## src/rtl/cnt_seq_pkg.sv

```systemverilog
package cnt_seq_pkg;
  localparam int CNT_W = 3;
  typedef logic [CNT_W-1:0] cnt_t;

  // Code that precedes bit position idx in the walk: zero for the
  // lowest bit, otherwise the single bit just below it.
  function automatic logic [31:0] pred_code(input int idx);
    if (idx == 0) return 32'd0;
    return 32'd1 << (idx - 1);
  endfunction
endpackage

```

## src/rtl/cnt_seq_next.sv

```systemverilog
module cnt_seq_next #(
  parameter int W = cnt_seq_pkg::CNT_W
) (
  input  logic [W-1:0] cur,
  output logic [W-1:0] nxt
);
  // One minterm per bit; unused codes hit no term and give zero.
  for (genvar i = 0; i < W; i++) begin : g_term
    localparam logic [31:0] PRED32 = cnt_seq_pkg::pred_code(i);
    localparam logic [W-1:0] PRED = PRED32[W-1:0];
    assign nxt[i] = (cur == PRED);
  end
endmodule

```

## src/rtl/cnt_seq_reg.sv

```systemverilog
module cnt_seq_reg #(
  parameter int W = cnt_seq_pkg::CNT_W
) (
  input  logic         clk,
  input  logic         rst,
  input  logic         ld_en,
  input  logic [W-1:0] ld_val,
  input  logic [W-1:0] nxt,
  output logic [W-1:0] q
);
  always_ff @(posedge clk) begin
    if (rst)        q <= '0;
    else if (ld_en) q <= ld_val;
    else            q <= nxt;
  end
endmodule

```

## src/rtl/cnt_seq_decode.sv

```systemverilog
module cnt_seq_decode #(
  parameter int W = cnt_seq_pkg::CNT_W
) (
  input  logic [W-1:0] cur,
  output logic         bad
);
  logic [W-1:0] hit;
  for (genvar i = 0; i < W; i++) begin : g_hit
    localparam logic [W-1:0] ONE = W'(1) << i;
    assign hit[i] = (cur == ONE);
  end
  assign bad = (cur != '0) && (hit == '0);
endmodule

```

## src/rtl/cnt_seq_top.sv

```systemverilog
module cnt_seq_top #(
  parameter int W = cnt_seq_pkg::CNT_W
) (
  input  logic         clk,
  input  logic         rst,
  input  logic         ld_en,
  input  logic [W-1:0] ld_val,
  output logic [W-1:0] cnt_q,
  output logic         bad_code
);
  logic [W-1:0] nxt_s;

  cnt_seq_next #(.W(W)) u_next (.cur(cnt_q), .nxt(nxt_s));

  cnt_seq_reg #(.W(W)) u_reg (
    .clk(clk), .rst(rst), .ld_en(ld_en), .ld_val(ld_val),
    .nxt(nxt_s), .q(cnt_q)
  );

  cnt_seq_decode #(.W(W)) u_dec (.cur(cnt_q), .bad(bad_code));
endmodule

```

## config.mk

```make
export PLATFORM = sky130hd
export DESIGN_NAME = cnt_seq_top
export DESIGN_NICKNAME = d
export VERILOG_FILES = /design/src/rtl/cnt_seq_pkg.sv /design/src/rtl/cnt_seq_next.sv /design/src/rtl/cnt_seq_reg.sv /design/src/rtl/cnt_seq_decode.sv /design/src/rtl/cnt_seq_top.sv
export SDC_FILE = /design/constraint.sdc
export NUM_CORES = 1
export LEC_CHECK = 0
export ABC_CLOCK_PERIOD_IN_PS = 1100
export CAP_MARGIN = 20
export CORE_AREA = 2 2 39 41
export DETAILED_ROUTE_END_ITERATION = 12
export DIE_AREA = 0 0 41 43
export REMOVE_ABC_BUFFERS = 1
export SLEW_MARGIN = 5
export SYNTH_ARGS = -nofsm -noshare
export SYNTH_HDL_FRONTEND = slang
export SYNTH_SLANG_ARGS = --single-unit
```

## constraint.sdc

```tcl
create_clock -name clk -period 1.1 [get_ports clk]
set_input_delay 0.33 -clock clk [delete_from_list [all_inputs] [get_ports clk]]
set_output_delay 0.33 -clock clk [all_outputs]
set_load 0.05 [all_outputs]
```

==> metrics.cfg, run 1 <==
[status]
status = complete, but fails checks
violations = negative setup slack

[route]
wirelength_um = 400
drc_errors = 0
drtAntennaViolNets = 0
avgViaCountPerCell = 3.50
wl_per_cell_um = 8.33
drt_iter0_drc = 0
vias = 168
drt-pass1-iter-count = 1

[yosys]
seq_area_frac_synth_pct = 48.5
syn_area_um2 = 124
synth.distinct_cells = 6
synth_edf_count = 0
synthAdderAreaFrac_pct = 8.08
synth_ff_type = dfxtp_1
synthXorXnorAreaFrac_pct = 0
yosys_warnings = 0
synthTopCellsByArea = dfxtp_1 (48%), or4b_1 (16%), a21oi_1 (12%)
synth_mux_area_share_pct = 0
ys_seq_elements = 3
synth_async_sr_flop_share_pct = 0
synth_top_family_by_area = simple AND/OR/NAND/NOR gates
yosys.area_share.simple_pct = 31.3
synth.largest_area_cell = dfxtp_1
synth_compound_area_share_pct = 12.1
syn_inst = 13
yosysTopAreaCellShare_pct = 48.5
netlist_top_cells_count = a21oi_1 (3), dfxtp_1 (3), nand2_1 (3)
avgSynthCellArea_um2 = 9.53

[clocking]
cts_buffer_depth = 2
clk_latency_ns = 0.23
clock-sinks = 3
cts_tree = yes
numCtsBuffers = 3
clock_tree.root_cell = clkbuf_4
clk_pin_slew_ns = 0.03
postCtsHoldBufs = 0
ctsHtreeMaxLevel = 1

[min_path]
hp-start = ld_en
holdPathStages = 3
hold_path_class = in -> reg
min_to = u_reg.q[1]

[layout]
area_delta_synth_final_pct = 200
final_cell_area_um2 = 372
regMostFlops = u_reg.q
final_cells = 48
final_nets = 39
multi_input_area_um2 = 87.6
antenna-diode-count = 0
ff_latch_area_um2 = 61.3
largest_reg_flops = 3
fillerInstances = 158
largestRegisters = u_reg.q: 3 flops
layout-drive-gt1-share_pct = 65.6

[timing]
hold_slack_ns = 0.587
setup-violations-final = 7
tightest_slew_ns = 0.191
fin_crit_ns = 1.34
timing.final.crit_share_pct = 121
fin_ws_ns = -0.236
fmax_mhz = 748
final-max-slew-violation-count = 0
rsz0062_at_grt = yes
slew_headroom_pct = 87.2
finalHoldViolCount = 0
fin_skew_ns = 0.000616

[global_route]
grt_pass1_vias = 175
grt-ovfl-total = 0
antenna_found_initial = 0
grt_pass1_wl_um = 621
grt_max_degree = 7
gr-usage-all-layers_pct = 5.62

[critical_path]
cp-start-kind = register
critPathTopFamily = flip-flops
r2r_setup_slack_ns = -0.13
rr_endpoint = u_reg.q[0]
cp.arrival_ns = 1.01
cp_max_fo = 2
r2r_cells = 4
path_buf_inv = 1
crit_type = reg -> out
crit_chain = maj3_2, buf_6
crit_required_ns = 0.77
r2r_start = u_reg.q[1]
crit_slowest_cell = dfxtp_2
crit_path_end_kind = output port
max_stage_delay_ns = 0.31

[power_and_ir_drop]
fin_total_pwr_uw = 451
cellPowerDensity_mw_per_mm2 = 1210
ir_drop_uv = 406
p_leak_uw = 0.000153

[floorplanning]
core_area_mm2 = 0.00138
rows = 14
initial_utilization_pct = 8.95
die_height_um = 43
die-area_mm2 = 0.00176
io_pins = 10
die_w_um = 41

[placed_design]
placedCellCount = 43
post_dp_cell_area_um2 = 299
port_buffers = 9
gp_congestion = 0.562
dp.final_hpwl_um = 306

[run]
max_cap_violations = 0

## cell type report
class	instances	area share (%)
timing repair buffer	15	47.5
clock buffer	4	7.07
tap	16	5.39
multi-input combinational	10	23.6
sequential	3	16.5
## tightest hold or removal path: stages
cell and delay (ns):
dlygate4sd2_1 0.29, nand2_1 0.09, a21oi_2 0.06
## power by group
part / internal, uW / total, uW / leakage, uW / switching (uW)
Clock: 136 / 188 / 0.0000150 / 52.4
Combinational: 79.9 / 142 / 0.000113 / 62.2
Sequential: 117 / 121 / 0.0000252 / 4.26
## timing repair
item	in CTS	in global routing
endpoints found under the hold margin	0	0
setup endpoints to repair	7	7
gates resized for setup	12	1
pin swaps	4	3
setup buffers	1	0
## per-layer routing
layer	vias up	GRT usage [%]	routed length [um]
met5	-	0	0
met4	0	6.00	0
met1	75	6.73	172
met3	0	1.57	42
met2	6	7.19	185
li1	87	-	-
## how the worst max path moves through the flow
stage	from	endpoint	slack (ns)	depth (start not counted)
2_1_floorplan	u_reg.q[2]	bad_code	-0.47	1
3_3_place_gp	ld_en	u_reg.q[1]	-0.46	3
3_5_place_dp	ld_en	u_reg.q[2]	-0.48	3
4_1_cts	u_reg.q[2]	bad_code	-0.26	2
5_1_grt	u_reg.q[1]	bad_code	-0.26	2
6_report	u_reg.q[1]	bad_code	-0.24	2
## cell families after synthesis
kind of cell,Yosys count
simple gates,6
flops,3
compound gates,3
fa+ha+maj,1
## cells in the final DEF, fill, tap and decap left out, drive strengths merged
cell type and instances:
buf 10, clkdlybuf4s50 4, clkbuf 4, nand2 3, a21oi 3, dfxtp 3
or4b 2, maj3 1, or4 1, dlygate4sd2 1
## through the flow
stage | TNS [ns] | utilization [%] | worst slack (ns)
2_1_floorplan | -0.974 | - | -0.468
5_1_grt | -1.13 | 26.9 | -0.264
3_5_place_dp | -1.48 | 21.6 | -0.481
3_3_place_gp | -1.44 | 21.6 | -0.460
6_report | -0.912 | 26.9 | -0.236
4_1_cts | -1.01 | 26.6 | -0.256
Power figures use the tool's default switching activity.
==> inputs of run 2 (changes only) <==
CTS_BUF_LIST = sky130_fd_sc_hd__clkbuf_8   (was not set)
==> metrics.cfg, run 2 (synthesized netlist as in run 1, its figures left out) <==
[status]
status = complete, but fails checks
violations = negative setup slack

[timing]
fin_ws_ns = -0.230
setup-violations-final = 7
tightest_slew_ns = 0.192
slew_headroom_pct = 87.2
timing.final.crit_share_pct = 121
fin_crit_ns = 1.33
rsz0062_at_grt = yes
final-max-slew-violation-count = 0
finalHoldViolCount = 0
hold_slack_ns = 0.601
fmax_mhz = 752
fin_skew_ns = 0.000750

[clocking]
cts_buffer_depth = 2
numCtsBuffers = 3
clock-sinks = 3
clk_latency_ns = 0.21
clock_tree.root_cell = clkbuf_8
ctsHtreeMaxLevel = 1
cts_tree = yes
clk_pin_slew_ns = 0.03
postCtsHoldBufs = 0

[floorplanning]
die_height_um = 43
rows = 14
die_w_um = 41
core_area_mm2 = 0.00138
initial_utilization_pct = 8.95
die-area_mm2 = 0.00176
io_pins = 10

[route]
drt-pass1-iter-count = 1
drtAntennaViolNets = 0
drt_iter0_drc = 0
avgViaCountPerCell = 3.52
wl_per_cell_um = 9.02
vias = 169
drc_errors = 0
wirelength_um = 433

[critical_path]
crit_required_ns = 0.77
crit_slowest_cell = dfxtp_2
path_buf_inv = 1
max_stage_delay_ns = 0.31
cp.arrival_ns = 1.00
crit_type = reg -> out
crit_path_end_kind = output port
crit_chain = maj3_2, buf_6
cp_max_fo = 3
cp-start-kind = register
critPathTopFamily = flip-flops

[placed_design]
dp_slack_ns = -0.481
post_dp_cell_area_um2 = 299
dp.final_hpwl_um = 306
gp_congestion = 0.562
port_buffers = 9

[layout]
regMostFlops = u_reg.q
largestRegisters = u_reg.q: 3 flops
final_cell_mix = clkdlybuf4s50_1 (4), buf_4 (4)
final_nets = 39
largest_reg_flops = 3
fillerInstances = 158
area_delta_synth_final_pct = 213
layout-drive-gt1-share_pct = 68.8
antenna-diode-count = 0
final_cell_area_um2 = 388

[power_and_ir_drop]
ir_drop_uv = 586
p_leak_uw = 0.000164
cellPowerDensity_mw_per_mm2 = 1470

[global_route]
grt_max_degree = 7
grt-ovfl-total = 0
grt_pass1_wl_um = 655
gr-usage-all-layers_pct = 5.92
grt_pass1_vias = 181
antenna_found_initial = 0

[run]
max_cap_violations = 0

[min_path]
hold_path_class = in -> reg

[run 2: changes by cell type in the layout (fill, tap and decap cells not counted), sizes merged]
cell	delta
clkbuf	-1
inv	+1
[run 2: area by class of cell]
cell class | instances | area (um^2) | share of cell area (%)
Clock inverter | 1 | 3.75 | 0.968
Tap cell | 16 | 20.0 | 5.16
Multi-Input combinational cell | 10 | 87.6 | 22.6
Sequential cell | 3 | 62.6 | 16.1
Clock buffer | 3 | 41.3 | 10.6
Timing Repair Buffer | 15 | 173 | 44.5
[run 2: path summary, 6_finish.rpt]
| kind | slack, ns | start | to | cells past startpoint |
|---|---|---|---|---|
| worst min register to register | 0.63 | u_reg.q[1] | u_reg.q[1] | 3 |
| worst min-delay path | 0.60 | ld_en | u_reg.q[2] | 3 |
| worst max register to register | -0.19 | u_reg.q[2] | u_reg.q[1] | 4 |
| worst max-delay path | -0.23 | u_reg.q[1] | bad_code | 2 |
[run 2: per-layer routing]
layer  GRT usage, %  routed length (um)
met4           6.00                   0
met1           7.05                 167
met3           2.09                  55
met2           7.50                 211
met5              0                   0
[run 2: tightest hold or removal path, cell delays in order]
cell           delay (ns)
dlygate4sd2_1        0.29
nand2_1              0.10
a21oi_2              0.05
[run 2: metrics by stage]
step | std cells | TNS (ns) | power, uW | util, %
detailed placement | 43 | -1.48 | 245 | 21.6
floorplan | 13 | -0.974 | 168 | -
CTS | 47 | -0.741 | 575 | 26.6
global placement | 43 | -1.44 | 244 | 21.6
global route | 48 | -1.11 | 593 | 28.0
finish | 48 | -0.938 | 570 | 28.0
[run 2: power by group]
group | switching [uW] | leakage (uW) | internal [uW]
combinational | 61.8 | 0.000112 | 78.7
sequential | 5.04 | 0.0000255 | 118
clock | 69.1 | 0.0000269 | 237
total | 136 | 0.000164 | 434
[run 2: what timing repair did]
action | in CTS | in global routing
pin swaps | 1 | 3
endpoints found under the hold margin | 0 | 0
endpoints found under the setup margin | 7 | 7
setup buffers | 0 | 1
gates resized for setup | 9 | 4
